$ cat src/rtl/flash_prog_pkg.sv
package flash_prog_pkg;

  typedef enum logic [2:0] {
    MODE_IDLE   = 3'd0,
    MODE_WRITE  = 3'd1,
    MODE_VERIFY = 3'd2,
    MODE_LOCKA  = 3'd3,
    MODE_LOCKB  = 3'd4,
    MODE_ERASE  = 3'd5,
    MODE_IDENT  = 3'd6
  } prog_mode_e;

  // Strobes sent from the control unit to the datapath
  typedef struct packed {
    logic latch;     // capture address, data and kind of operation
    logic commit;    // timed write finished: update the cell or lock
    logic eraseAll;  // erase window reached
  } ctrl_strobe_t;

  localparam logic [7:0] BLANK_BYTE = 8'hFF;

  function automatic logic [7:0] identByte(input logic [7:0] a, input bit hvPart);
    case (a)
      8'h30:   identByte = 8'h1E;
      8'h31:   identByte = 8'h51;
      8'h32:   identByte = hvPart ? 8'hFF : 8'h05;
      default: identByte = BLANK_BYTE;
    endcase
  endfunction

endpackage

$ cat src/rtl/flash_prog_ctrl.sv
module flash_prog_ctrl
  import flash_prog_pkg::*;
#(
  parameter int WRITE_CYCLES = 1500,
  parameter int ERASE_CYCLES = 10000
) (
  input  logic         clk,
  input  logic         rstN,
  input  prog_mode_e   modeSel,
  input  logic         hvEn,
  input  logic         progN,
  output logic         busy,
  output ctrl_strobe_t strb
);

  localparam int WCNT_W = $clog2(WRITE_CYCLES + 1);
  localparam int ECNT_W = $clog2(ERASE_CYCLES + 1);

  logic              progPrev;
  logic [WCNT_W-1:0] wCnt;
  logic [ECNT_W-1:0] eCnt;
  logic              progRise;
  logic              isProgMode;
  logic              startOk;
  logic              eraseCond;

  assign progRise   = progN & ~progPrev;
  assign isProgMode = (modeSel == MODE_WRITE) || (modeSel == MODE_LOCKA) ||
                      (modeSel == MODE_LOCKB);
  assign startOk    = progRise && hvEn && isProgMode && !busy;
  assign eraseCond  = !progN && hvEn && (modeSel == MODE_ERASE) && !busy;

  assign strb.latch    = startOk;
  assign strb.commit   = busy && (wCnt == WCNT_W'(0));
  assign strb.eraseAll = eraseCond && (eCnt == ECNT_W'(ERASE_CYCLES - 1));

  always_ff @(posedge clk or negedge rstN) begin
    if (!rstN) begin
      progPrev <= 1'b1;
    end else begin
      progPrev <= progN;
    end
  end

  // Self-timed write window
  always_ff @(posedge clk or negedge rstN) begin
    if (!rstN) begin
      busy <= 1'b0;
      wCnt <= '0;
    end else if (startOk) begin
      busy <= 1'b1;
      wCnt <= WCNT_W'(WRITE_CYCLES - 1);
    end else if (busy) begin
      if (wCnt == WCNT_W'(0)) begin
        busy <= 1'b0;
      end else begin
        wCnt <= wCnt - WCNT_W'(1);
      end
    end
  end

  // Erase hold counter, saturating so one hold erases once
  always_ff @(posedge clk or negedge rstN) begin
    if (!rstN) begin
      eCnt <= '0;
    end else if (!eraseCond) begin
      eCnt <= '0;
    end else if (eCnt != ECNT_W'(ERASE_CYCLES)) begin
      eCnt <= eCnt + ECNT_W'(1);
    end
  end

  AST_START_BUSY: assert property (@(posedge clk) disable iff (!rstN)
    ($rose(progN) && hvEn && (modeSel == MODE_WRITE) && !busy) |=> busy);
  AST_WINDOW_HELD: assert property (@(posedge clk) disable iff (!rstN)
    (busy && (wCnt != WCNT_W'(0))) |=> busy);
  AST_WINDOW_RANGE: assert property (@(posedge clk) disable iff (!rstN)
    busy |-> (wCnt < WCNT_W'(WRITE_CYCLES)));
  AST_NO_IDLE_START: assert property (@(posedge clk) disable iff (!rstN)
    (!busy && !hvEn) |=> !busy);
  AST_ERASE_NOT_BUSY: assert property (@(posedge clk) disable iff (!rstN)
    strb.eraseAll |-> !busy);

endmodule

$ cat src/rtl/flash_prog_dp.sv
module flash_prog_dp
  import flash_prog_pkg::*;
#(
  parameter int AW      = 6,
  parameter bit HV_PART = 1'b1
) (
  input  logic         clk,
  input  logic         rstN,
  input  logic [AW-1:0] addr,
  input  logic [7:0]   dataIn,
  input  prog_mode_e   modeSel,
  input  logic         busy,
  input  ctrl_strobe_t strb,
  output logic [7:0]   dataOut,
  output logic         progErr
);

  localparam int DEPTH = 1 << AW;

  logic [7:0]    mem [DEPTH];
  logic [AW-1:0] wAddr;
  logic [7:0]    wData;
  logic          wIsLock;
  logic          wLockB;
  logic [1:0]    lockBits;
  logic [7:0]    cellNow;
  logic [7:0]    cellAtAddr;
  logic          pollHit;
  logic [7:0]    identAddr;

  assign cellNow    = mem[wAddr];
  assign cellAtAddr = mem[addr];
  assign pollHit    = busy && !wIsLock && (addr == wAddr);
  assign identAddr  = 8'(addr);

  // Pending operation registers
  always_ff @(posedge clk or negedge rstN) begin
    if (!rstN) begin
      wAddr   <= '0;
      wData   <= BLANK_BYTE;
      wIsLock <= 1'b0;
      wLockB  <= 1'b0;
    end else if (strb.latch) begin
      wAddr   <= addr;
      wData   <= dataIn;
      wIsLock <= (modeSel != MODE_WRITE);
      wLockB  <= (modeSel == MODE_LOCKB);
    end
  end

  // Non-blank target flag
  always_ff @(posedge clk or negedge rstN) begin
    if (!rstN) begin
      progErr <= 1'b0;
    end else if (strb.eraseAll) begin
      progErr <= 1'b0;
    end else if (strb.latch && (modeSel == MODE_WRITE)) begin
      progErr <= (cellAtAddr != BLANK_BYTE);
    end
  end

  // Lock bits
  always_ff @(posedge clk or negedge rstN) begin
    if (!rstN) begin
      lockBits <= 2'b00;
    end else if (strb.eraseAll) begin
      lockBits <= 2'b00;
    end else if (strb.commit && wIsLock) begin
      lockBits[wLockB] <= 1'b1;
    end
  end

  // Cell array: commits only clear bits
  always_ff @(posedge clk or negedge rstN) begin
    if (!rstN) begin
      for (int i = 0; i < DEPTH; i++) mem[i] <= BLANK_BYTE;
    end else if (strb.eraseAll) begin
      for (int i = 0; i < DEPTH; i++) mem[i] <= BLANK_BYTE;
    end else if (strb.commit && !wIsLock) begin
      mem[wAddr] <= cellNow & wData;
    end
  end

  // Read mux: polling, lock gating, identity block
  always_comb begin
    dataOut = BLANK_BYTE;
    case (modeSel)
      MODE_VERIFY: begin
        if (pollHit)               dataOut = {~wData[7], wData[6:0]};
        else if (lockBits != 2'b00) dataOut = BLANK_BYTE;
        else                       dataOut = cellAtAddr;
      end
      MODE_IDENT: dataOut = identByte(identAddr, HV_PART);
      default:    dataOut = BLANK_BYTE;
    endcase
  end

  AST_ONLY_CLEARS: assert property (@(posedge clk) disable iff (!rstN)
    (strb.commit && !wIsLock) |=> ((cellNow & ~$past(cellNow)) == 8'h00));
  AST_ERASE_BLANK: assert property (@(posedge clk) disable iff (!rstN)
    strb.eraseAll |=> ((cellNow == BLANK_BYTE) && (lockBits == 2'b00) && !progErr));
  AST_HOLD_TARGET: assert property (@(posedge clk) disable iff (!rstN)
    (busy && !strb.commit) |=> ($stable(wAddr) && $stable(wData)));
  AST_POLL_INVERT: assert property (@(posedge clk) disable iff (!rstN)
    (pollHit && (modeSel == MODE_VERIFY)) |-> (dataOut[7] != wData[7]));
  AST_LOCK_HIDES: assert property (@(posedge clk) disable iff (!rstN)
    ((lockBits != 2'b00) && !busy && (modeSel == MODE_VERIFY)) |-> (dataOut == BLANK_BYTE));

endmodule

$ cat src/rtl/flash_prog_seq.sv
module flash_prog_seq
  import flash_prog_pkg::*;
#(
  parameter int AW           = 6,
  parameter int WRITE_CYCLES = 1500,
  parameter int ERASE_CYCLES = 10000,
  parameter bit HV_PART      = 1'b1
) (
  input  logic          clk,
  input  logic          rstN,
  input  logic [AW-1:0] addr,
  input  logic [7:0]    dataIn,
  input  logic [2:0]    mode,
  input  logic          hvEn,
  input  logic          progN,
  output logic [7:0]    dataOut,
  output logic          ready,
  output logic          progErr
);

  prog_mode_e   modeSel;
  logic         busy;
  ctrl_strobe_t strb;

  assign modeSel = prog_mode_e'(mode);
  assign ready   = ~busy;

  flash_prog_ctrl #(
    .WRITE_CYCLES(WRITE_CYCLES),
    .ERASE_CYCLES(ERASE_CYCLES)
  ) u_ctrl (
    .clk    (clk),
    .rstN   (rstN),
    .modeSel(modeSel),
    .hvEn   (hvEn),
    .progN  (progN),
    .busy   (busy),
    .strb   (strb)
  );

  flash_prog_dp #(
    .AW     (AW),
    .HV_PART(HV_PART)
  ) u_dp (
    .clk    (clk),
    .rstN   (rstN),
    .addr   (addr),
    .dataIn (dataIn),
    .modeSel(modeSel),
    .busy   (busy),
    .strb   (strb),
    .dataOut(dataOut),
    .progErr(progErr)
  );

  AST_IDLE_BLANK: assert property (@(posedge clk) disable iff (!rstN)
    ((modeSel != MODE_VERIFY) && (modeSel != MODE_IDENT)) |-> (dataOut == 8'hFF));

endmodule

$ cat config.mk
export PLATFORM = sky130hd
export DESIGN_NAME = flash_prog_seq
export DESIGN_NICKNAME = d
export VERILOG_FILES = /design/src/rtl/flash_prog_pkg.sv /design/src/rtl/flash_prog_ctrl.sv /design/src/rtl/flash_prog_dp.sv /design/src/rtl/flash_prog_seq.sv
export SDC_FILE = /design/constraint.sdc
export NUM_CORES = 1
export LEC_CHECK = 0
export CAP_MARGIN = 20
export CORE_UTILIZATION = 60
export DETAILED_ROUTE_END_ITERATION = 7
export HOLD_SLACK_MARGIN = 0.06
export PLACE_DENSITY = 0.83
export SYNTH_ARGS = -nofsm -noshare
export SYNTH_HDL_FRONTEND = slang
export SYNTH_SLANG_ARGS = --single-unit
$ cat constraint.sdc
create_clock -name clk -period 4.7 [get_ports clk]
set_input_delay 0.94 -clock clk [delete_from_list [all_inputs] [get_ports clk]]
set_output_delay 0.94 -clock clk [all_outputs]
set_load 0.005 [all_outputs]
# Yosys cells after proc, flatten, opt, wreduce, memory -nomap -nowiden
# Index checks and enable logic that the tools add are counted.
# totals
output_inout_bits	10
elab_cells	160
in_bits	21
ff_bits	558
# classes
n_reduce_logical	27
muxes	29
n_bitwise	8
n_eq_ne	15
order_cmp	5
add_sub_neg	2
# ops
cell	count
$mux W512	2
$bwmux W512	1
$bmux W8 S6	2
$mux W8	7
$demux W8 S6	1
$mux W11	3
$pmux W8 S2	2
$mux W14	2
$logic_and A1 B1 Y1	15
$add A14 B1 Y14 const B	1
$eq A14 B14 Y1 const B	1
$ge A7 B7 Y1 const B	2
$ne A14 B14 Y1 const B	1
$not A6 Y7	2
$eq A6 B6 Y1 const B	2
$logic_not A11 Y1	1
$sub A11 B1 Y11 const B	1
$reduce_bool A2 Y1	5
$eq A3 B3 Y1 const B	3
$and A8 B8 Y8	1
$ne A8 B8 Y1 const B	1
$lt A7 B1 Y1 const B	1
$eq A3 B2 Y1 const B	2
$eq A6 B6 Y1	1
15 further kinds	26

# Logic depth before layout (Yosys ltp)
# logic_depth
word_depth	8
depth_mapped	13

# Hierarchy
# A second synthesis with hierarchy kept.
# unflattened
hier_cells	2816
hier_area_um2	30887.1
# by_module_without_submodules
module	seq_area_each_um2	cells_each	area_each_um2	instances
flash_prog_dp	13938.4	2669	29449.5	1
flash_prog_ctrl	676.9	146	1433.9	1
flash_prog_seq	0.0	1	3.8	1

# Worst setup path after synthesis
# No wires, ideal clock.
# synth_timing
kind	input-to-output
start	input addr[0]
end	output dataOut[3]
n_path_buf	5
setup_slack_ns	0.487
t_arrival_ns	3.273
required_time_ns	3.760
stages	12
path_cell_list	buf_2 > buf_4 > buf_4 > buf_2 > buf_2 > mux4_2 > a22oi_1 > a31oi_1 > nor2_1 > o21ai_0 > o221ai_1 > nand2_1
# synth_via
elab_chain_len	7
# synth_rtl
item	line_no	text
start: declaration	flash_prog_seq.sv:11	input logic [AW-1:0] addr,
$not A6 Y7 (implied by the code)	flash_prog_dp.sv:32	assign cellAtAddr = mem[addr];
$bmux W8 S6	flash_prog_dp.sv:32	
$mux W8 (implied by the code) (2 in series)	flash_prog_dp.sv:32	
$mux W8	flash_prog_dp.sv:90	else if (lockBits != 2'b00) dataOut = BLANK_BYTE;
$mux W8	flash_prog_dp.sv:89	if (pollHit) dataOut = {~wData[7], wData[6:0]};
$pmux W8 S2 (*)	flash_prog_dp.sv:87	case (modeSel)
end: declaration	flash_prog_seq.sv:16	output logic [7:0] dataOut,
# Every way passes the cells marked *; elsewhere a longest branch is shown, timed or not. The select of a mux whose other input is x is not followed.

# Worst setup path after layout
# layout_timing
start	input addr[3]
end	output dataOut[4]
# layout_via
elab_chain_len	7
# layout_rtl
item	line_no
$not A6 Y7 (implied by the code)	flash_prog_dp.sv:32
$bmux W8 S6	flash_prog_dp.sv:32
$mux W8 (implied by the code) (2 in series)	flash_prog_dp.sv:32
$mux W8	flash_prog_dp.sv:90
$mux W8 (*)	flash_prog_dp.sv:89
$pmux W8 S2 (*)	flash_prog_dp.sv:87
# Marked as above.

==> impl_metrics.py <==
metrics = {
    "status": {
        "status": "finished, final reports clean",
    },
    "clock_network": {
        "cts.path.max_buffers": 3,
        "cts.sinks": 558,
        "htree_levels": 2,
        "cts_buffers": 57,
        "path_clk_slew_ps": 60,
        "cts_tree": "done",
        "cts-root-buf": "clkbuf_16",
        "clk_latency_ps": 640,
    },
    "setup_path": {
        "end_kind": "primary output",
        "cp.arrival_ps": 3730,
        "path_cells": "clkdlybuf4s50_1, inv_2, buf_4, buf_4, mux2_2, nand2_1, a41oi_1, o32ai_2, buf_4, nand2_1, clkdlybuf4s50_1",
        "worst_path_dominant_cell_family": "buffers and inverters",
        "startpoint_type": "input port",
        "crit_path_max_incr_delay_ps": 560,
        "crit_path_top_delay_cell": "clkdlybuf4s50_1",
        "path_buf_inv": 6,
        "crit_fanout": 4,
        "cp.required_ps": 3760,
        "crit_type": "input port to primary output",
        "cp_common_cell": "buf_4",
    },
    "timing": {
        "drv_slew": 0,
        "max_freq_mhz": 214,
        "fin_crit_sh_pct": 99.4,
        "skew_ps": 26.8,
        "grt_setup_unrepaired": "true",
        "hold_ws_ps": 275,
        "finalSetupViolCount": 0,
        "period_minus_slack_ps": 4670,
        "finalHoldViolations": 0,
        "setup_slack_ps": 29.7,
        "slew_headroom_pct": 26.4,
        "worst_pin_slew_ps": 1100,
    },
    "routing": {
        "first_pass_iters": 7,
        "antenna_left": 0,
        "drtIter0Drc": 4273,
        "wirelength_mm": 106,
        "vias_per_cell": 7.61,
        "drc_errors": 0,
        "vias": 26500,
        "wl_per_cell_microns": 30.5,
    },
    "final_layout": {
        "area_delta_synth_final_pct": 12.2,
        "fin_nets": 2795,
        "drive_above_1_share_pct": 36.0,
        "utilization_pct": 68.2,
        "final_cells": 3479,
    },
    "min_path": {
        "min_path_type": "input port to async pin",
    },
    "floorplanning": {
        "die_w_microns": 224,
        "row_count": 81,
        "fp.dieH_microns": 224,
        "coreArea_sq_um": 48800,
        "floorplan.initialDensity_pct": 60.8,
        "num_io_pins": 31,
        "die_area_sq_um": 50400,
    },
    "grt": {
        "track_usage_pct": 42.1,
        "grt_pass1_wl_mm": 159,
        "gr-usage-met1_pct": 52.9,
        "use_met2_pct": 60.4,
        "grt_most_used_layer": "met2",
        "grt_pass1_vias": 25600,
        "antenna_found_initial": 8,
        "grt-ovfl-total": 0,
        "grt_max_degree": 130,
        "use_met3_pct": 16.0,
    },
    "place": {
        "io_buffer_count": 30,
        "routabilityCongestion": 1.03,
        "dp_slack_ps": 20.4,
        "hpwlAfterDp_mm": 69.0,
        "dp_cells": 3371,
    },
    "power": {
        "fin_total_pwr_w": 0.0104,
        "vdd_drop_max_mv": 0.287,
        "leakage_nw": 12.2,
        "p_per_area_nw_per_um2": 313,
    },
    "logic_synthesis": {
        "async_flop_share_pct": 100,
        "netlist_area_sq_um": 29700,
        "yosysUniqueCellTypes": 69,
        "synth_edf_count": 0,
        "syn_inst": 2805,
        "synth_nets": 2830,
        "synth_ff_type": "dfstp_2",
        "ys_ff_latch": 558,
        "yosysSeqAreaShare_pct": 49.2,
        "syn_area_per_cell_sq_um": 10.6,
        "yosys_warnings": 0,
    },
    "job": {
        "maxCapViolCount": 0,
    },
}
metal layers:
layer	part of all wire [%]	routed length (microns)
met5	0.092	98
met4	8.0	8480
met3	15	15900
met2	43	45400
met1	34	36400
final timing paths:
| kind | from | cells past startpoint | slack (ps) | end |
|---|---|---|---|---|
| worst max register to register | u_dp.wAddr[2] | 8 | 630 | u_dp.mem[293] |
| worst min-delay path | rstN | 1 | 280 | u_ctrl.eCnt[1] |
| min in group clk | u_dp.lockBits[1] | 2 | 510 | u_dp.lockBits[1] |
| max in group asynchronous | rstN | 2 | 3260 | u_dp.mem[52] |
| worst min register to register | u_dp.lockBits[1] | 2 | 510 | u_dp.lockBits[1] |
| worst max-delay path | addr[3] | 11 | 30 | dataOut[4] |
report_power, final:
| group | switching, W | internal, W | total [W] | leakage [nW] |
|---|---|---|---|---|
| Clock | 0.00195 | 0.00263 | 0.00457 | 0.934 |
| Combinational | 0.000446 | 0.000300 | 0.000745 | 5.42 |
| Sequential | 0.000110 | 0.00499 | 0.00510 | 5.85 |
what timing repair did:
| action | CTS | global route |
|---|---|---|
| endpoints found under the setup margin | 1 | 6 |
| setup buffers | 0 | 4 |
| hold buffers | 0 | 0 |
| resized for setup | 1 | 13 |
| gates cloned | 0 | 0 |
synth_stat cells, drive strengths merged (62+ instances only):
library cell	number	area (sq um)
a22oi	145	1090
nor3	518	2590
nor2	107	704
a221oi	68	596
a21oi	522	2610
buf	147	711
nand2	62	293
clkbuf	148	556
mux4	124	2790
dfstp	521	13700
a22o	62	543
a31oi	62	388
cell families (layout without fill, tap and decap cells):
kind of cell             after synthesis  in the layout  share of synthesized area (%)
AO/OA/AOI/OAI                        923            923                           19.2
multiplexers                         181            181                           11.4
buffers and inverters                307            316                           4.42
XOR/XNOR                              25             25                          0.738
AND/OR/NAND/NOR                      807            807                           14.9
other                                  0              1                              0
flip-flops                           558            558                           49.2
adder cells (fa/ha/maj)                4              4                          0.169
flip-flops by register name (all words and copies together) (netlist names):
register,flops
u_ctrl.wCnt,11
u_dp.progErr,1
u_ctrl.progPrev,1
u_dp.lockBits,2
u_dp.wIsLock,1
u_dp.mem,512
u_dp.wLockB,1
u_ctrl.busy,1
u_ctrl.eCnt,14
u_dp.wData,8
u_dp.wAddr,6
stage by stage:
stage	area [sq um]	setup TNS, ps
6_report	33300	0
2_1_floorplan	29700	0
3_5_place_dp	31300	0
5_1_grt	33300	-2.47
4_1_cts	33200	0
3_3_place_gp	31300	0
cells in the final DEF (no fill, tap or decap), drive strengths merged, types with 5 or more instances in the layout:
| master | count |
|---|---|
| a21oi | 522 |
| a221oi | 68 |
| a22o | 62 |
| a22oi | 145 |
| a31oi | 62 |
| and2 | 7 |
| and3 | 10 |
| buf | 175 |
| clkbuf | 88 |
| clkdlybuf4s50 | 26 |
| clkinv | 12 |
| dfrtp | 37 |
| dfstp | 521 |
| inv | 13 |
| mux2 | 14 |
| mux2i | 43 |
| mux4 | 124 |
| nand2 | 62 |
| nand2b | 6 |
| nand3 | 22 |
| nand3b | 7 |
| nand4 | 9 |
| nor2 | 107 |
| nor2b | 18 |
| nor3 | 518 |
| nor3b | 8 |
| o21ai | 24 |
| o221ai | 5 |
| or4 | 17 |
| xnor2 | 12 |
| xor2 | 13 |
area by class of cell:
cell class                 instances  area [sq um]
timing repair buffer             201          2000
multi-input combinational       1940         13900
inverter                          12          45.0
fill                            3449         15600
sequential                       558         14600
antenna                            1          2.50
clock buffer                      88          1730
tap                              664           831
clock inverter                    15           136
Power figures use the tool's default switching activity.
